`config.mk`:
```
export PLATFORM = sky130hd
export DESIGN_NAME = tfifo_top
export DESIGN_NICKNAME = d
export VERILOG_FILES = /design/src/rtl/tfifo_pkg.sv /design/src/rtl/tfifo_gray_ptr.sv /design/src/rtl/tfifo_store.sv /design/src/rtl/tfifo_test_seq.sv /design/src/rtl/tfifo_top.sv
export SDC_FILE = /design/constraint.sdc
export NUM_CORES = 1
export LEC_CHECK = 0
export CORE_ASPECT_RATIO = 1.25
export CORE_UTILIZATION = 45
export CTS_CLUSTER_SIZE = 8
export DETAILED_ROUTE_END_ITERATION = 8
export DONT_BUFFER_PORTS = 1
export SETUP_SLACK_MARGIN = 0.3
export SLEW_MARGIN = 30
export SYNTH_ARGS = -nofsm -noshare
export SYNTH_HDL_FRONTEND = slang
export SYNTH_SLANG_ARGS = --single-unit
```
`constraint.sdc`:
```
create_clock -name clk -period 3.3 [get_ports clk]
set_clock_uncertainty 0.15 [all_clocks]
set_input_delay 0.495 -clock clk [delete_from_list [all_inputs] [get_ports clk]]
set_output_delay 0.495 -clock clk [all_outputs]
set_load 0.005 [all_outputs]
```
`src/rtl/tfifo_pkg.sv`:
```
// Shared types for the transparent-test FIFO.
// Assumes nothing beyond IEEE 1800-2017 packages.
package tfifo_pkg;

    // The five one-cycle operations applied to each location under test.
    typedef enum logic [2:0] {
        SLOT_RD_ORIG  = 3'd0,  // read original word x
        SLOT_WR_INV   = 3'd1,  // write not-x
        SLOT_RD_INV   = 3'd2,  // read back, expect not-x
        SLOT_WR_ORIG  = 3'd3,  // write x back
        SLOT_RD_FINAL = 3'd4   // read back, expect x
    } slot_e;

endpackage

```
`src/rtl/tfifo_gray_ptr.sv`:
```
// Binary counter with a gray-coded view, used for the FIFO write, read and
// test addresses. Assumes W >= 1. Wraps modulo 2**W.
module tfifo_gray_ptr #(
    parameter int W = 3
) (
    input  logic         clk,
    input  logic         rst_n,
    input  logic         clr,
    input  logic         inc,
    output logic [W-1:0] bin,
    output logic [W-1:0] gray
);

    logic [W-1:0] bin_q;

    // Counter state: clear has priority over increment.
    always_ff @(posedge clk) begin
        if (!rst_n || clr) bin_q <= '0;
        else if (inc)      bin_q <= bin_q + 1'b1;
    end

    // Gray view of the count.
    assign bin  = bin_q;
    assign gray = bin_q ^ (bin_q >> 1);

endmodule

```
`src/rtl/tfifo_store.sv`:
```
// SRAM-style storage array: one synchronous write port, one combinational
// read port. Contents are not reset, as in a real SRAM macro.
module tfifo_store #(
    parameter int DATA_W = 16,
    parameter int ADDR_W = 3
) (
    input  logic              clk,
    input  logic              we,
    input  logic [ADDR_W-1:0] waddr,
    input  logic [DATA_W-1:0] wdata,
    input  logic [ADDR_W-1:0] raddr,
    output logic [DATA_W-1:0] rdata
);

    localparam int DEPTH = 1 << ADDR_W;

    logic [DATA_W-1:0] mem [DEPTH];

    // Array write.
    always_ff @(posedge clk) begin
        if (we) mem[waddr] <= wdata;
    end

    // Array read.
    assign rdata = mem[raddr];

endmodule

```
`src/rtl/tfifo_test_seq.sv`:
```
// Period timer and transparent test sequencer. After PERIOD idle cycles it
// raises test_on, walks every address in ascending order with the five-slot
// read/invert/read/restore/read sequence and compares each read. Assumes
// the array read is combinational and PERIOD >= 1.
module tfifo_test_seq #(
    parameter int DATA_W = 16,
    parameter int ADDR_W = 3,
    parameter int PERIOD = 64
) (
    input  logic              clk,
    input  logic              rst_n,
    input  logic [DATA_W-1:0] rdata,
    output logic              test_on,
    output logic [ADDR_W-1:0] t_addr,
    output logic              t_we,
    output logic [DATA_W-1:0] t_wdata,
    output logic              fault
);
    import tfifo_pkg::*;

    localparam int DEPTH = 1 << ADDR_W;
    localparam int CW    = $clog2(PERIOD + 1);
    localparam logic [CW-1:0]     LAST_CNT  = CW'(PERIOD - 1);
    localparam logic [ADDR_W-1:0] LAST_ADDR = ADDR_W'(DEPTH - 1);

    logic [CW-1:0]     per_cnt;
    slot_e             slot;
    logic [DATA_W-1:0] x_q;
    logic [ADDR_W-1:0] addr_gray;
    logic              step_addr;
    logic              last_step;

    assign step_addr = test_on && (slot == SLOT_RD_FINAL);
    assign last_step = step_addr && (t_addr == LAST_ADDR);

    // Test address generator, held at zero outside a test.
    tfifo_gray_ptr #(.W(ADDR_W)) u_taddr (
        .clk  (clk),
        .rst_n(rst_n),
        .clr  (!test_on),
        .inc  (step_addr),
        .bin  (t_addr),
        .gray (addr_gray)
    );

    // Period timer and test-mode entry and exit.
    always_ff @(posedge clk) begin
        if (!rst_n) begin
            per_cnt <= '0;
            test_on <= 1'b0;
        end else if (!test_on) begin
            if (per_cnt == LAST_CNT) begin
                per_cnt <= '0;
                test_on <= 1'b1;
            end else begin
                per_cnt <= per_cnt + 1'b1;
            end
        end else if (last_step) begin
            test_on <= 1'b0;
        end
    end

    // Slot sequencer: five operations per location.
    always_ff @(posedge clk) begin
        if (!rst_n || !test_on)         slot <= SLOT_RD_ORIG;
        else if (slot == SLOT_RD_FINAL) slot <= SLOT_RD_ORIG;
        else                            slot <= slot_e'(slot + 3'd1);
    end

    // Capture of the original word on the first read.
    always_ff @(posedge clk) begin
        if (!rst_n)                              x_q <= '0;
        else if (test_on && slot == SLOT_RD_ORIG) x_q <= rdata;
    end

    // Sticky comparison of the second and third reads.
    always_ff @(posedge clk) begin
        if (!rst_n) begin
            fault <= 1'b0;
        end else if (test_on) begin
            if (slot == SLOT_RD_INV   && rdata != ~x_q) fault <= 1'b1;
            if (slot == SLOT_RD_FINAL && rdata !=  x_q) fault <= 1'b1;
        end
    end

    // Test write port: complement in the invert slot, original in restore.
    assign t_we    = test_on && (slot == SLOT_WR_INV || slot == SLOT_WR_ORIG);
    assign t_wdata = (slot == SLOT_WR_INV) ? ~x_q : x_q;

endmodule

```
`src/rtl/tfifo_top.sv`:
```
// Router input FIFO with periodic transparent self-test. Normal traffic
// uses gray-coded write and read pointers; during a test, multiplexers hand
// the array to the test sequencer and push/pop are ignored. Assumes DEPTH
// is a power of two and at least 4.
module tfifo_top #(
    parameter int DATA_W = 16,
    parameter int DEPTH  = 8,
    parameter int PERIOD = 64
) (
    input  logic              clk,
    input  logic              rst_n,
    input  logic              push,
    input  logic [DATA_W-1:0] flit_in,
    input  logic              pop,
    output logic [DATA_W-1:0] flit_out,
    output logic              full,
    output logic              empty,
    output logic              test_active,
    output logic              fault
);

    localparam int AW = $clog2(DEPTH);
    localparam int PW = AW + 1;

    logic [PW-1:0]     wr_bin, wr_gray, rd_bin, rd_gray;
    logic              push_ok, pop_ok;
    logic [AW-1:0]     t_addr;
    logic              t_we;
    logic [DATA_W-1:0] t_wdata;
    logic              mem_we;
    logic [AW-1:0]     mem_waddr, mem_raddr;
    logic [DATA_W-1:0] mem_wdata, mem_rdata;

    // Accepted operations: blocked by the flags and by test mode.
    assign push_ok = push && !full  && !test_active;
    assign pop_ok  = pop  && !empty && !test_active;

    tfifo_gray_ptr #(.W(PW)) u_wptr (
        .clk(clk), .rst_n(rst_n), .clr(1'b0), .inc(push_ok),
        .bin(wr_bin), .gray(wr_gray)
    );

    tfifo_gray_ptr #(.W(PW)) u_rptr (
        .clk(clk), .rst_n(rst_n), .clr(1'b0), .inc(pop_ok),
        .bin(rd_bin), .gray(rd_gray)
    );

    // Flags from the gray pointers; frozen during a test as pointers are.
    assign empty = (wr_gray == rd_gray);
    assign full  = (wr_gray == {~rd_gray[PW-1:PW-2], rd_gray[PW-3:0]});

    tfifo_test_seq #(.DATA_W(DATA_W), .ADDR_W(AW), .PERIOD(PERIOD)) u_seq (
        .clk    (clk),
        .rst_n  (rst_n),
        .rdata  (mem_rdata),
        .test_on(test_active),
        .t_addr (t_addr),
        .t_we   (t_we),
        .t_wdata(t_wdata),
        .fault  (fault)
    );

    // Mode multiplexers on the array enables, addresses and write data.
    assign mem_we    = test_active ? t_we    : push_ok;
    assign mem_waddr = test_active ? t_addr  : wr_bin[AW-1:0];
    assign mem_wdata = test_active ? t_wdata : flit_in;
    assign mem_raddr = test_active ? t_addr  : rd_bin[AW-1:0];

    tfifo_store #(.DATA_W(DATA_W), .ADDR_W(AW)) u_store (
        .clk  (clk),
        .we   (mem_we),
        .waddr(mem_waddr),
        .wdata(mem_wdata),
        .raddr(mem_raddr),
        .rdata(mem_rdata)
    );

    assign flit_out = mem_rdata;

endmodule

```
==> flow_metrics.py <==
metrics = {
    "outcome": {
        "outcome": "finished clean",
    },
    "logic_synthesis": {
        "syn_nets": 663,
        "async_flop_share_pct": 0,
        "avgSynthCellArea_um2": 12.3,
        "synth_ff_type": "edfxtp_1",
        "synth_warnings": 0,
        "synth_edf_count": 128,
        "ys_seq_elements": 167,
        "syn_area_um2": 7750,
        "yosysSeqAreaShare_pct": 59.6,
        "synth_cell_types": 51,
        "synthCells": 631,
    },
    "global_route": {
        "globalRouteTotalUtil_pct": 23.7,
        "grt_pass1_wl_um": 30400,
        "grt_pass1_vias": 5122,
        "grt_overflow_total": 0,
        "grt_max_degree": 35,
        "antenna_found_initial": 0,
    },
    "drt": {
        "drtIter0Drc": 445,
        "dr.pass1.iters": 5,
        "highest_layer": "met4",
        "drc": 0,
        "dr_wl_met2_um": 9990,
        "dr_total_vias": 5294,
        "routedWlPerCell_um": 22.2,
        "viasPerCell": 5.84,
        "ant_nets": 0,
        "wl_met1_um": 8530,
        "drt-total-wl_um": 20100,
        "dr_wl_met3_um": 1060,
    },
    "worst_setup_path": {
        "slowest_stage": "or4_4",
        "crit_required_ns": 3.46,
        "r2r_start": "u_seq.test_on$_SDFF_PN0_",
        "path_cells": "mux2_4 -> buf_12 -> buf_12 -> mux4_2 -> nand2_1 -> o31ai_1 -> xor2_1 -> or4_4 -> nor4_2 -> o22ai_1",
        "path_buf_inv": 2,
        "worstSetupStartpointType": "flop",
        "path_common_cell": "buf_12",
        "end_kind": "flop",
        "path_max_fanout": 10,
        "path_class": "flop to flop",
        "crit_family": "simple AND/OR/NAND/NOR gates",
        "ff2ff_setup_slack_ns": 0.31,
        "crit_start": "u_seq.test_on$_SDFF_PN0_",
        "arrival_ns": 3.15,
        "cpPeakStageDelay_ns": 0.51,
    },
    "cells_and_area": {
        "final_core_utilization_pct": 54.3,
        "fin_area_um2": 9140,
        "diodes": 0,
        "drive_above_1_share_pct": 18.2,
        "final_cells": 907,
        "final.fill_count": 1433,
        "syn2layout_area_growth_pct": 17.9,
        "num-nets-final": 706,
    },
    "floorplanning": {
        "start_util_pct": 46.0,
        "die_w_um": 119,
        "io_pins": 40,
        "fp.coreArea_um2": 16800,
        "dieHeight_um": 149,
        "fp-row-count": 53,
        "die_area_um2": 17800,
    },
    "placed_design": {
        "gp_congestion": 0.841,
        "dpl_cell_area_um2": 8310,
        "port-buffer-count": 0,
        "dp_hpwl_um": 13200,
        "placedCellCount": 864,
        "post-place-ws_ns": -0.0245,
    },
    "cts": {
        "clk_transition_reported_paths_ns": 0.07,
        "cts_buffers": 17,
        "cts.htree.levels": 4,
        "tritoncts": "done",
        "cts_buffer_depth": 2,
        "hold_buffers": 0,
        "cts_root_buffer": "clkbuf_16",
        "clock_latency_ns": 0.43,
        "clock-sinks": 167,
    },
    "job": {
        "maxCapViolations": 0,
    },
    "pwr": {
        "switching_power_uw": 1670,
        "p_clk_share_pct": 33.8,
        "internal_power_uw": 4080,
        "swShare_pct": 29.0,
        "p_seq_share_pct": 40.9,
        "combPwrFrac_pct": 25.3,
        "p_leak_uw": 0.00315,
        "power_per_cell_area_nw_per_um2": 629,
        "ir_worst_vdd_v": 0.000349,
    },
    "timing": {
        "slew_violations": 0,
        "period_needed_ns": 2.99,
        "fmax_mhz": 335,
        "rsz0062_at_grt": "true",
        "postLayoutSetupSlackWorst_ns": 0.314,
        "whs_ns": 0.0373,
        "slew_headroom_pct": 35.1,
        "finalCritPeriodShare_pct": 90.5,
        "final-setup-viol-count": 0,
        "hold_violations": 0,
        "tightest_slew_ns": 0.974,
    },
    "worst_hold_path": {
        "worstHoldPathType": "input port to flop",
        "hp-start": "rst_n",
    },
}
-- Yosys cell counts, types with 11 or more instances --
| library cell | count | area share [%] |
|---|---|---|
| a21boi_0 | 18 | 1.7 |
| a21oi_1 | 46 | 3.0 |
| a22oi_1 | 13 | 1.3 |
| and2_1 | 11 | 0.89 |
| clkbuf_1 | 23 | 1.1 |
| dfxtp_1 | 39 | 10 |
| edfxtp_1 | 128 | 50 |
| ha_1 | 12 | 1.9 |
| inv_1 | 13 | 0.63 |
| mux2i_1 | 28 | 3.6 |
| nand2_1 | 54 | 2.6 |
| nor2_1 | 65 | 3.1 |
| nor3b_1 | 12 | 1.2 |
| o22ai_1 | 13 | 1.0 |
| xnor2_1 | 29 | 3.3 |
| xor2_1 | 16 | 1.8 |
-- final cells by class --
cell class,count,area [µm²],area share [%]
clock buffers,17,425,4.65
well taps,220,275,3.01
inverters,13,48.8,0.534
clock inverters,15,151,1.66
flip-flops and latches,167,4630,50.7
repair buffers,61,582,6.37
multi-input cells,414,3020,33.1
-- kinds of logic (layout without fill, tap and decap cells) --
family                   count (synthesis)  in the layout  synth area share [%]
AO/OA/AOI/OAI                          126            126                  10.6
XOR/XNOR                                45             45                  5.08
adder cells (fa/ha/maj)                 12             12                  1.94
buffers and inverters                   50            106                  2.71
flip-flops                             167            167                  59.6
multiplexers                            46             46                  8.68
AND/OR/NAND/NOR                        185            185                  11.4
-- state kept, by name, summed over array words and instances, names as in the netlist --
name and cells:
u_rptr.bin 4, u_store.mem 128, u_seq.x_q 16, u_seq.per_cnt 7
u_seq.slot 3, u_seq.test_on 1, u_seq.fault 1, u_seq.u_taddr.bin 3
u_wptr.bin 4
-- worst paths after layout --
kind	to	cells after the start
worst max-delay path	u_seq.fault$_SDFFE_PN0P_	10
worst min-delay path	u_rptr.bin[3]$_SDFFE_PN0P_	1
worst max register to register	u_seq.fault$_SDFFE_PN0P_	10
worst min register to register	u_seq.slot[0]$_SDFF_PP0_	1
-- power by group through the flow --
stage               sequential, µW  clock (µW)  combinational (µW)
global route                  2350        2060                1550
global placement              2390           0                1280
finish                        2350        1940                1450
detailed placement            2390           0                1290
floorplan                     2380           0                 839
CTS                           2350        1970                1390
-- cells in the final DEF, fill, tap and decap left out, drive strengths merged, types with 5 or more instances in the layout --
cell type,instances
o31ai,10
xnor2,29
clkbuf,17
o22ai,13
nand2,54
or4,7
xor2,16
a211oi,7
mux2i,30
buf,60
nor2,65
edfxtp,128
dfxtp,39
and2,11
nor3b,12
mux4,13
ha,12
a21boi,18
nand3,10
a21oi,46
clkinv,5
inv,17
a22oi,13
nor2b,10
-- through the flow --
stage	total power [µW]	setup TNS, ns
6_report	5740	0
5_1_grt	5970	0
4_1_cts	5710	0
3_5_place_dp	3680	-0.0245
3_3_place_gp	3670	0
2_1_floorplan	3220	0
-- timing repair --
| item | in CTS | in global routing |
|---|---|---|
| setup buffers | 6 | 4 |
| endpoints found under the setup margin | 17 | 19 |
| cloned | 1 | 0 |
| gates resized for setup | 16 | 14 |
| pin swaps | 2 | 4 |
-- routing by layer --
layer  global-route usage [%]  vias to the layer above
met4                     9.06                        0
met5                        0                        -
met2                     39.7                      186
met1                     30.3                     2633
li1                         -                     2429
met3                     4.82                       46
(Power assumes the default switching activity.)
